<file path="config.mk">
export PLATFORM = sky130hd
export DESIGN_NAME = smb_idx_regs
export DESIGN_NICKNAME = d
export VERILOG_FILES = /design/src/rtl/smb_idx_pkg.sv /design/src/rtl/smb_line_sync.sv /design/src/rtl/smb_idx_bank.sv /design/src/rtl/smb_idx_fsm.sv /design/src/rtl/smb_idx_regs.sv
export SDC_FILE = /design/constraint.sdc
export NUM_CORES = 1
export LEC_CHECK = 0
export BUFFER_PORTS_ARGS = -buffer_cell sky130_fd_sc_hd__buf_2
export CAP_MARGIN = 20
export CORE_AREA = 2 2 108 110
export CTS_CLUSTER_DIAMETER = 50
export DETAILED_ROUTE_END_ITERATION = 7
export DIE_AREA = 0 0 110 112
export PLACE_DENSITY = 0.83
export SYNTH_ARGS = -nofsm -noshare
export SYNTH_HDL_FRONTEND = slang
export SYNTH_SLANG_ARGS = --single-unit
</file>
<file path="constraint.sdc">
create_clock -name clk -period 3.2 [get_ports clk]
set_clock_uncertainty 0.05 [all_clocks]
set_input_delay 0.16 -clock clk [delete_from_list [all_inputs] [get_ports clk]]
set_output_delay 0.16 -clock clk [all_outputs]
set_load 0.005 [all_outputs]
</file>
<file path="src/rtl/smb_idx_pkg.sv">
package smb_idx_pkg;

  typedef enum logic [2:0] {
    PH_IDLE,
    PH_RX,
    PH_RX_ACK,
    PH_TX,
    PH_TX_ACK,
    PH_HOLD
  } phase_t;

  typedef enum logic [1:0] {
    RB_ADDR,
    RB_INDEX,
    RB_COUNT,
    RB_DATA
  } rx_role_t;

  // Reset contents: the count register holds its own index, the rest A0h+index.
  function automatic logic [7:0] reg_reset_val(input int idx, input int cnt_idx);
    if (idx == cnt_idx) return 8'(cnt_idx);
    return 8'hA0 + 8'(idx);
  endfunction

endpackage

</file>
<file path="src/rtl/smb_line_sync.sv">
module smb_line_sync #(
  parameter int STAGES = 2
) (
  input  logic clk,
  input  logic rst_n,
  input  logic scl_in,
  input  logic sda_in,
  output logic sda_s,
  output logic scl_rise,
  output logic scl_fall,
  output logic start_det,
  output logic stop_det
);

  logic [STAGES-1:0] scl_pipe, sda_pipe;
  logic scl_d, sda_d, scl_s;

  always_ff @(posedge clk or negedge rst_n) begin
    if (!rst_n) begin
      scl_pipe <= '1;
      sda_pipe <= '1;
      scl_d    <= 1'b1;
      sda_d    <= 1'b1;
    end else begin
      scl_pipe <= {scl_pipe[STAGES-2:0], scl_in};
      sda_pipe <= {sda_pipe[STAGES-2:0], sda_in};
      scl_d    <= scl_pipe[STAGES-1];
      sda_d    <= sda_pipe[STAGES-1];
    end
  end

  assign scl_s     = scl_pipe[STAGES-1];
  assign sda_s     = sda_pipe[STAGES-1];
  assign scl_rise  = scl_s & ~scl_d;
  assign scl_fall  = ~scl_s & scl_d;
  assign start_det = scl_s & scl_d & sda_d & ~sda_s;
  assign stop_det  = scl_s & scl_d & ~sda_d & sda_s;

endmodule

</file>
<file path="src/rtl/smb_idx_bank.sv">
module smb_idx_bank
  import smb_idx_pkg::*;
#(
  parameter int NREGS = 9
) (
  input  logic               clk,
  input  logic               rst_n,
  input  logic               wr_en,
  input  logic [7:0]         wr_idx,
  input  logic [7:0]         wr_data,
  input  logic [7:0]         rd_idx,
  output logic [7:0]         rd_data,
  output logic [7:0]         cnt_val,
  output logic [NREGS*8-1:0] regs_flat
);

  localparam int CNT_IDX = NREGS - 1;

  for (genvar g = 0; g < NREGS; g++) begin : g_reg
    logic [7:0] q;
    always_ff @(posedge clk or negedge rst_n) begin
      if (!rst_n)                          q <= reg_reset_val(g, CNT_IDX);
      else if (wr_en && wr_idx == 8'(g))   q <= wr_data;
    end
    assign regs_flat[g*8 +: 8] = q;
  end

  // Indices past the bank read as zero.
  always_comb begin
    rd_data = '0;
    for (int i = 0; i < NREGS; i++) begin
      if (rd_idx == 8'(i)) rd_data = regs_flat[i*8 +: 8];
    end
  end

  assign cnt_val = regs_flat[CNT_IDX*8 +: 8];

endmodule

</file>
<file path="src/rtl/smb_idx_fsm.sv">
module smb_idx_fsm
  import smb_idx_pkg::*;
#(
  parameter logic [6:0] ADDR7 = 7'h6A
) (
  input  logic       clk,
  input  logic       rst_n,
  input  logic       sda_s,
  input  logic       scl_rise,
  input  logic       scl_fall,
  input  logic       start_det,
  input  logic       stop_det,
  input  logic [7:0] rd_data,
  input  logic [7:0] cnt_val,
  output logic       wr_en,
  output logic [7:0] wr_idx,
  output logic [7:0] wr_data,
  output logic [7:0] rd_idx,
  output logic       sda_oe
);

  localparam logic [7:0] ADDR_WR = {ADDR7, 1'b0};
  localparam logic [7:0] ADDR_RD = {ADDR7, 1'b1};

  phase_t     ph;
  rx_role_t   role;
  logic [2:0] bitcnt;
  logic [6:0] rxsh;
  logic [7:0] txsh, ptr, remain;
  logic       byte_done, byte_ok, go_tx, host_ack;
  logic [7:0] rx_byte;
  logic       last_bit, accept;

  assign rx_byte  = {rxsh, sda_s};
  assign last_bit = (bitcnt == 3'd7);

  always_comb begin
    unique case (role)
      RB_ADDR:  accept = (rx_byte == ADDR_WR) || (rx_byte == ADDR_RD);
      RB_DATA:  accept = (remain != 8'd0);
      default:  accept = 1'b1;
    endcase
  end

  assign wr_en   = (ph == PH_RX) && scl_rise && !byte_done && last_bit &&
                   (role == RB_DATA) && (remain != 8'd0);
  assign wr_idx  = ptr;
  assign wr_data = rx_byte;
  assign rd_idx  = ptr;
  assign sda_oe  = (ph == PH_RX_ACK) || ((ph == PH_TX) && !txsh[7]);

  always_ff @(posedge clk or negedge rst_n) begin
    if (!rst_n) begin
      ph        <= PH_IDLE;
      role      <= RB_ADDR;
      bitcnt    <= '0;
      rxsh      <= '0;
      txsh      <= '1;
      ptr       <= '0;
      remain    <= '0;
      byte_done <= 1'b0;
      byte_ok   <= 1'b0;
      go_tx     <= 1'b0;
      host_ack  <= 1'b0;
    end else if (start_det) begin
      ph        <= PH_RX;
      role      <= RB_ADDR;
      bitcnt    <= '0;
      byte_done <= 1'b0;
      go_tx     <= 1'b0;
    end else if (stop_det) begin
      ph        <= PH_IDLE;
      byte_done <= 1'b0;
      go_tx     <= 1'b0;
    end else begin
      unique case (ph)
        PH_RX: begin
          if (scl_rise && !byte_done) begin
            rxsh   <= rx_byte[6:0];
            bitcnt <= bitcnt + 3'd1;
            if (last_bit) begin
              byte_done <= 1'b1;
              byte_ok   <= accept;
              unique case (role)
                RB_ADDR: begin
                  if (rx_byte == ADDR_RD) begin
                    go_tx <= 1'b1;
                    txsh  <= cnt_val;
                  end else begin
                    role <= RB_INDEX;
                  end
                end
                RB_INDEX: begin
                  ptr  <= rx_byte;
                  role <= RB_COUNT;
                end
                RB_COUNT: begin
                  remain <= rx_byte;
                  role   <= RB_DATA;
                end
                RB_DATA: begin
                  if (remain != 8'd0) begin
                    ptr    <= ptr + 8'd1;
                    remain <= remain - 8'd1;
                  end
                end
              endcase
            end
          end else if (scl_fall && byte_done) begin
            byte_done <= 1'b0;
            ph        <= byte_ok ? PH_RX_ACK : PH_HOLD;
          end
        end
        PH_RX_ACK: begin
          if (scl_fall) begin
            bitcnt <= '0;
            ph     <= go_tx ? PH_TX : PH_RX;
          end
        end
        PH_TX: begin
          if (scl_fall) begin
            txsh   <= {txsh[6:0], 1'b1};
            bitcnt <= bitcnt + 3'd1;
            if (last_bit) begin
              ph       <= PH_TX_ACK;
              host_ack <= 1'b0;
            end
          end
        end
        PH_TX_ACK: begin
          if (scl_rise) begin
            host_ack <= !sda_s;
            if (!sda_s) begin
              txsh <= rd_data;
              ptr  <= ptr + 8'd1;
            end
          end else if (scl_fall) begin
            bitcnt <= '0;
            ph     <= host_ack ? PH_TX : PH_HOLD;
          end
        end
        default: ;
      endcase
    end
  end

endmodule

</file>
<file path="src/rtl/smb_idx_regs.sv">
module smb_idx_regs #(
  parameter logic [6:0] ADDR7       = 7'h6A,
  parameter int         NREGS       = 9,
  parameter int         SYNC_STAGES = 2
) (
  input  logic               clk,
  input  logic               rst_n,
  input  logic               scl_in,
  input  logic               sda_in,
  output logic               sda_oe,
  output logic [NREGS*8-1:0] regs_flat
);

  logic       sda_s, scl_rise, scl_fall, start_det, stop_det;
  logic       wr_en;
  logic [7:0] wr_idx, wr_data, rd_idx, rd_data, cnt_val;

  smb_line_sync #(.STAGES(SYNC_STAGES)) u_sync (
    .clk       (clk),
    .rst_n     (rst_n),
    .scl_in    (scl_in),
    .sda_in    (sda_in),
    .sda_s     (sda_s),
    .scl_rise  (scl_rise),
    .scl_fall  (scl_fall),
    .start_det (start_det),
    .stop_det  (stop_det)
  );

  smb_idx_fsm #(.ADDR7(ADDR7)) u_fsm (
    .clk       (clk),
    .rst_n     (rst_n),
    .sda_s     (sda_s),
    .scl_rise  (scl_rise),
    .scl_fall  (scl_fall),
    .start_det (start_det),
    .stop_det  (stop_det),
    .rd_data   (rd_data),
    .cnt_val   (cnt_val),
    .wr_en     (wr_en),
    .wr_idx    (wr_idx),
    .wr_data   (wr_data),
    .rd_idx    (rd_idx),
    .sda_oe    (sda_oe)
  );

  smb_idx_bank #(.NREGS(NREGS)) u_bank (
    .clk       (clk),
    .rst_n     (rst_n),
    .wr_en     (wr_en),
    .wr_idx    (wr_idx),
    .wr_data   (wr_data),
    .rd_idx    (rd_idx),
    .rd_data   (rd_data),
    .cnt_val   (cnt_val),
    .regs_flat (regs_flat)
  );

endmodule

</file>
### After elaboration in Yosys (flattened, before gate mapping)

Cells that the tools add are included.

* output and inout bits: 73
* bits of input ports: 4
* logic and storage cells: 205
* register bits: 121

* mux-type cells: 71
* $add $sub $neg: 3
* reductions and logical operators: 52
* bitwise operators: 13
* eq/ne operators: 42

Operator list (number)
* two-way mux 8 bit: 22
* two-way mux 3 bit: 17
* one-hot mux 8 bit (2 select lines): 3
* == test 8 x 3 -> 1 bit, second input constant: 4
* one-hot mux 3 bit (4 select lines): 2
* one-hot mux 8 bit (3 select lines): 1
* != test 4 x 3 -> 1 bit, second input constant: 5
* nonzero test 3 bit: 6
* logical AND 1 bit: 17
* == test 8 x 2 -> 1 bit, second input constant: 2
* == test 8 bit, second input constant: 2
* two-way mux 1 bit: 16
* != test 3 bit, second input constant: 5
* AND reduction 5 bit: 3
* two-way mux 2 bit: 7
* != test 2 bit, second input constant: 6
* != test 4 bit, second input constant: 3
* AND reduction 6 bit: 2
* nonzero test 2 bit: 6
* AND reduction 10 bit: 1
* AND reduction 9 bit: 1
* adder 8 x 1 -> 8 bit, second input constant: 1
* == test 8 x 1 -> 1 bit, second input constant: 1
* == test 8 x 4 -> 1 bit, second input constant: 1
* 25 further kinds: 47

### Logic depth before layout (Yosys ltp)

Gate-level depths: netlist of the first run.

* depth after elaboration: 13
* depth in mapped cells: 9
* gate-level depth less buffers: 7

### By module

Synthesis of the first run repeated with hierarchy kept, for this count alone.

* cells, all modules: 590
* area, all modules: 6638.9 µm²

Modules (own cells, without submodules)
* smb_idx_bank: area an instance 3557.2 µm², cells an instance 254, times used 1, seq. area each 1838.0 µm²
* smb_idx_fsm: area an instance 2891.5 µm², cells an instance 326, times used 1, seq. area each 1086.0 µm²
* smb_line_sync: area an instance 190.2 µm², cells an instance 10, times used 1, seq. area each 157.7 µm²

### Worst setup path after synthesis of the first run

Ideal clock, no wire load.

* path type: flip-flop to flip-flop
* start point: reg u_fsm.role[0]
* end point: reg u_bank.g_reg[8].q[0], in the netlist u_bank.cnt_val[0]
* path slack: 0.766 ns
* setup time: 0.125 ns
* period minus slack after synthesis: 2.434 ns
* cell stages (with the launch flop): 7
* buffers on the path: 1
* arrival: 2.259 ns
* cells stage by stage: dfrtp_1 ha_1 clkinv_1 a41o_1 buf_2 nor4_2 mux2_2

* cells in the longest elaborated chain, start to end: 4

Ends and longest elaborated chain
* start, declared: RTL line smb_idx_fsm.sv:26 `rx_role_t role;`
* start signal, assigned: RTL line smb_idx_fsm.sv:55 `role <= RB_ADDR;`
* start signal, assigned: RTL line smb_idx_fsm.sv:67 `role <= RB_ADDR;`
* start signal, assigned: RTL line smb_idx_fsm.sv:90 `role <= RB_INDEX;`
* == test 2 bit: RTL line smb_idx_fsm.sv:46 `(role == RB_DATA) && (remain != 8'd0);`
* logical AND 1 bit: RTL line smb_idx_fsm.sv:45 `assign wr_en = (ph == PH_RX) && scl_rise && !byte_done && last_bit &&`
* logical AND 1 bit: RTL line smb_idx_fsm.sv:46
* logical AND 1 bit: RTL line smb_idx_bank.sv:23 `else if (wr_en && wr_idx == 8'(g)) q <= wr_data;`
* end signal, assigned: RTL line smb_idx_bank.sv:22 `if (!rst_n) q <= reg_reset_val(g, CNT_IDX);`
* end signal, assigned: RTL line smb_idx_bank.sv:23
* end, declared: RTL line smb_idx_bank.sv:20 `logic [7:0] q;`

Every way passes these cells.
A chain may end at the register's enable or synchronous reset.

### Final worst setup path of the first run

* start point: reg u_fsm.role[0]
* end point: reg u_bank.g_reg[4].q[0]

* cells in the longest elaborated chain, start to end: 4

Ends and longest elaborated chain (RTL line)
* == test 2 bit: smb_idx_fsm.sv:46
* logical AND 1 bit: smb_idx_fsm.sv:45
* logical AND 1 bit: smb_idx_fsm.sv:46
* logical AND 1 bit: smb_idx_bank.sv:23
* end signal, assigned: smb_idx_bank.sv:22
* end signal, assigned: smb_idx_bank.sv:23
* end, declared: smb_idx_bank.sv:20

Every way passes these cells.

==> results.yml, run 1 <==
pwr:
  switching_share_pct: 33.7
  p_leak_nw: 3.50
  p_clk_share_pct: 37.2
  p_sw_mw: 1.77
  cellInternalPower_mw: 3.49
  power_mw: 5.26
  pwr-share-seq_pct: 38.2
  ir_drop_uv: 410
  pwr_density_cell_nw_per_um2: 687
  comb_power_share_pct: 24.5
critical_path:
  critPathMaxStageDelay_ns: 0.49
  r2r_slack_ns: 0.34
  cp_top_family: "simple AND/OR/NAND/NOR gates"
  worstReg2RegEnd: "u_bank.g_reg[4].q[0]$_DFFE_PN0P_"
  startpoint_type: "register"
  critPathKind: "reg -> reg"
  end_kind: "register"
  r2r-start: "u_fsm.role[0]$_DFFE_PN0P_"
  crit_buf_inv: 1
  crit_path_max_fanout: 16
  cp_data_arrival_time_ns: 3.11
  crit_chain: "ha_1, clkinv_1, a41o_1, nor3_1, nand2_1, mux2_1"
  slowest_stage: "ha_1"
  reg2regPathDepth: 6
  worstPathRequired_ns: 3.45
  startpoint: "u_fsm.role[0]$_DFFE_PN0P_"
detailed_routing:
  firstDrtPassIters: 5
  avgViaCountPerCell: 6.44
  dr_total_vias: 5416
  wl_per_cell_microns: 20.7
  drt_iter0_markers: 561
  ant_nets: 0
  drc: 0
  wl_microns: 17400
sta:
  worst_pin_slew_ns: 0.886
  post-route-period-util_pct: 89.3
  fmax_mhz: 350
  hold_ws_ns: 0.299
  slew-limit-headroom_pct: 41.0
  setup_tns_ns: 0
  period_needed_ns: 2.86
  rsz0062_at_grt: "false"
  maxSlewViolCount: 0
  hold_viol_final: 0
  setup_viol: 0
clock_network:
  tritoncts: "built"
  cts.sinks: 121
  ctsHoldBuffers: 3
  cts-root-buf: "clkbuf_16"
  clk-insertion-delay-late_ns: 0.42
  cts_buffers: 17
  cts_resized: 0
  h-tree-depth: 4
  clockBufferDepth: 2
  clkTransAtPathRegs_ns: 0.06
  post_cts_buffers: 0
logic_synthesis:
  synth_cell_types: 69
  synth_warnings: 0
  synth-edff-count: 0
  synthesis.area_sq_um: 6480
  synth_fp_nets: 626
  ys_ff_latch: 121
  yosysSeqAreaShare_pct: 47.5
  synth_flop_cell: "dfrtp_1"
  async_flop_share_pct: 100
  synth_cells: 609
  syn_area_per_cell_sq_um: 10.6
global_route:
  grtUsageTotal_pct: 29.6
  grt_pass1_wl_microns: 27600
  antenna_found_initial: 0
  grt_pass1_vias: 5243
  gr-total-overflow: 0
  grt_max_degree: 64
floorplanning:
  dieArea_sq_um: 12300
  start_util_pct: 58.0
  num_rows: 39
  coreArea_sq_um: 11200
  die_h_microns: 112
  io_pins: 77
  die_x_microns: 110
finish:
  final_nets: 702
  num_antenna_cells: 0
  layout-drive-gt1-share_pct: 37.2
  fin_area_sq_um: 7660
  post-route-util_pct: 68.5
  syn_to_final_growth_pct: 18.1
job:
  drv_cap: 0
placement:
  placed_cell_area_sq_um: 7020
  place.gp.congestion: 0.927
  dp_hpwl_microns: 11800
  io_buffers: 76
hold_path:
  hp-class: "in -> async"
status:
  status: "finished, final reports clean"
==> per-layer routing <==
layer / GRT usage (%) / share of wire (%) / wire [microns] / vias to the layer above
met5: 0 / 0 / 0 / -
met4: 12.7 / 2.4 / 424 / 0
met3: 8.08 / 8.6 / 1500 / 45
met2: 43.1 / 46 / 8000 / 286
met1: 41.5 / 43 / 7500 / 2671
li1: - / - / - / 2414
==> stage by stage <==
stage | instances | setup WS (ns)
after floorplan | 609 | 0.766
after global placement | 806 | 0.531
after detailed placement | 806 | 0.447
after CTS | 841 | 0.408
after global routing | 841 | 0.159
final | 841 | 0.343
==> Yosys cell counts (all sizes together) (13+ instances only) <==
| master | instances | share of area, % |
|---|---|---|
| nand2 | 39 | 2.7 |
| clkbuf | 30 | 1.8 |
| mux2 | 81 | 14 |
| o22ai | 22 | 2.1 |
| inv | 29 | 1.7 |
| dfstp | 43 | 17 |
| a21oi | 64 | 4.9 |
| nand2b | 15 | 1.4 |
| o21ai | 20 | 1.5 |
| dfrtp | 78 | 30 |
| nor2 | 18 | 1.0 |
| nand3 | 15 | 1.2 |
| ha | 13 | 2.5 |
==> power groups by stage <==
stage / registers (mW) / logic, mW / clock network [mW]
floorplan: 1.85 / 1.04 / 0
global placement: 2.01 / 1.21 / 0
detailed placement: 2.02 / 1.25 / 0
CTS: 2.00 / 1.27 / 1.98
global route: 2.04 / 1.41 / 2.06
finish: 2.01 / 1.29 / 1.96
==> final cells by class <==
class	count	area (sq um)
clock buffer	21	460
clock inverter	11	145
fill	790	3520
inverter	30	113
multi-input combinational	418	3130
sequential	121	3080
tap	143	179
timing repair buffer	97	548
==> state kept, by name (all words and copies together), names as in the netlist <==
name             cells
u_fsm.byte_done      1
u_fsm.role           2
u_fsm.remain         8
u_bank.g.q          64
u_fsm.rxsh           7
u_fsm.txsh           8
u_sync.scl_d         1
u_fsm.bitcnt         3
u_sync.sda_pipe      2
u_sync.scl_pipe      2
u_bank.cnt_val       8
u_fsm.rd_idx         8
u_fsm.byte_ok        1
u_fsm.ph             3
u_sync.sda_d         1
u_fsm.go_tx          1
u_fsm.host_ack       1
==> cells in the final DEF (no fill, tap or decap), types with 8 or more instances in the layout <==
cell        n
a211oi_1    8
a21oi_1    64
a221oi_1    8
buf_2      75
buf_4      19
clkbuf_16  17
dfrtp_1    78
dfstp_2    43
ha_1       13
inv_1      29
mux2_2     74
nand2_1    35
nand2b_1   15
nand3_1    15
nand3b_1   10
nor2_1     18
o21ai_0    20
o22ai_1    22
o2bb2ai_1   8
==> cells by family after synthesis <==
logic type	count (synthesis)	synth area share [%]
buffers and inverters	70	4.21
muxes	84	14.7
and+or+nand+nor	140	12.6
adders and majority gates	13	2.51
xor gates and xnor gates	2	0.270
AOI/OAI and AO/OA	179	18.2
DFF	121	47.5
==> worst max-delay path by stage <==
stage	slack, ns	end	depth (start not counted)
floorplan	0.77	u_bank.cnt_val[0]$_DFFE_PN0P_	6
global placement	0.53	u_bank.g_reg[4].q[0]$_DFFE_PN0P_	6
detailed placement	0.45	u_bank.g_reg[4].q[0]$_DFFE_PN0P_	6
CTS	0.41	u_bank.g_reg[4].q[0]$_DFFE_PN0P_	6
global route	0.16	u_bank.g_reg[4].q[0]$_DFFE_PN0P_	6
finish	0.34	u_bank.g_reg[4].q[0]$_DFFE_PN0P_	6
(Power assumes the default switching activity.)
==> run 2, diff against run 1 <==
CTS_CLUSTER_SIZE = 16   (was unset)
REMOVE_ABC_BUFFERS = 1   (was unset)
==> results.yml, run 2 (same netlist as run 1, synthesis figures left out) <==
status:
  status: "finished, final reports clean"
clock_network:
  cts-root-buf: "clkbuf_16"
  clk-insertion-delay-late_ns: 0.42
  clockBufferDepth: 2
  tritoncts: "built"
  cts.sinks: 121
  cts_buffers: 17
  h-tree-depth: 4
  clkTransAtPathRegs_ns: 0.06
global_route:
  grt_pass1_wl_microns: 29000
  antenna_found_initial: 0
  gr-total-overflow: 0
  grt_pass1_vias: 5432
  grtUsageTotal_pct: 30.9
  grt_max_degree: 74
critical_path:
  startpoint_type: "register"
  worstReg2RegEnd: "u_fsm.txsh[4]$_DFFE_PN1P_"
  r2r-start: "u_fsm.rd_idx[1]$_DFFE_PN0P_"
  worstPathRequired_ns: 3.50
  reg2regPathDepth: 7
  cp_data_arrival_time_ns: 3.04
  r2r_slack_ns: 0.46
  critPathKind: "reg -> reg"
  end_kind: "register"
  crit_path_max_fanout: 22
floorplanning:
  die_h_microns: 112
  dieArea_sq_um: 12300
  start_util_pct: 58.0
  num_rows: 39
  coreArea_sq_um: 11200
  io_pins: 77
  die_x_microns: 110
pwr:
  p_leak_nw: 3.51
  ir_drop_uv: 522
  pwr_density_cell_nw_per_um2: 688
placement:
  placed_cell_area_sq_um: 7050
  place.gp.congestion: 0.889
  dp_hpwl_microns: 11600
  io_buffers: 76
  numPlacedInstances: 808
finish:
  largest_register_ffs: 64
  num_antenna_cells: 0
  fill_cells: 786
  final_cell_mix: "78 x dfrtp_1, 75 x buf_2, 74 x mux2_2"
  regMostFlops: "u_bank.g.q"
  stdcell_count: 843
  multi_input_comb_area_sq_um: 3130
  layout_commonest_cell: "dfrtp_1"
  fin_area_sq_um: 7670
  final-seq-area_sq_um: 3080
  layout-drive-gt1-share_pct: 37.7
  final_nets: 704
  syn_to_final_growth_pct: 18.3
sta:
  rsz0062_at_grt: "false"
  setup_tns_ns: 0
  post-route-period-util_pct: 85.6
  hold_ws_ns: 0.264
  hold_viol_final: 0
  maxSlewViolCount: 0
  fmax_mhz: 365
  worst_pin_slew_ns: 0.776
  setup_viol: 0
  period_needed_ns: 2.74
  slew-limit-headroom_pct: 48.3
detailed_routing:
  wl_microns: 17900
  drc: 0
  drt_iter0_markers: 598
  firstDrtPassIters: 5
  ant_nets: 0
  dr_total_vias: 5571
  avgViaCountPerCell: 6.61
  wl_per_cell_microns: 21.2
job:
  drv_cap: 0
hold_path:
  hp-class: "in -> async"
-- run 2: metal layers --
metal | share of wire (%) | global-route usage, %
met1 | 40 | 42.5
met2 | 47 | 46.3
met3 | 9.6 | 8.72
met4 | 3.1 | 11.8
met5 | 0 | 0
-- run 2: how the worst max path moves through the flow --
stage                                 from                                to  slack, ns  cells past startpoint
2_1_floorplan    u_fsm.role[0]$_DFFE_PN0P_       u_fsm.rd_idx[0]$_DFFE_PN0P_       0.40                      6
3_3_place_gp   u_fsm.rd_idx[4]$_DFFE_PN0P_  u_bank.g_reg[2].q[0]$_DFFE_PN0P_       0.65                      5
3_5_place_dp   u_fsm.rd_idx[4]$_DFFE_PN0P_  u_bank.g_reg[2].q[0]$_DFFE_PN0P_       0.61                      5
4_1_cts        u_fsm.rd_idx[4]$_DFFE_PN0P_  u_bank.g_reg[2].q[0]$_DFFE_PN0P_       0.58                      5
5_1_grt        u_fsm.rd_idx[1]$_DFFE_PN0P_         u_fsm.txsh[4]$_DFFE_PN1P_       0.30                      7
6_report       u_fsm.rd_idx[1]$_DFFE_PN0P_         u_fsm.txsh[4]$_DFFE_PN1P_       0.46                      7
-- run 2: layout make-up --
type / count / share of cell area (%)
multi-input combinational: 418 / 40.8
sequential: 121 / 40.2
timing repair buffer: 99 / 7.50
clock buffer: 17 / 5.55
tap: 143 / 2.33
clock inverter: 15 / 2.19
inverter: 30 / 1.47
-- run 2: timing repair --
action                                 in CTS  in global routing
setup buffers                               0                  0
endpoints found under the hold margin      24                  0
hold buffers                                3                  0
resized for setup                           0                  0
-- run 2: where the power goes --
group / switching (mW) / internal, mW
registers: 0.232 / 1.73
logic: 0.879 / 0.515
clock network: 0.760 / 1.16
total: 1.87 / 3.41
-- run 2: worst max-delay path, cell delays in order, from the launching register on --
cell and delay, ns:
dfrtp_1 0.44, inv_1 0.10, ha_1 0.66, a21oi_1 0.19
a221o_1 0.40, a221oi_1 0.52, a211oi_1 0.11, a21oi_1 0.20
-- run 2: stage by stage --
step | power, mW | worst slack, ns | util (%)
after floorplan | 2.82 | 0.399 | -
after global placement | 3.24 | 0.649 | 63.1
after detailed placement | 3.30 | 0.614 | 63.1
after CTS | 5.25 | 0.579 | 68.6
after global routing | 5.52 | 0.302 | 68.6
final | 5.28 | 0.460 | 68.6
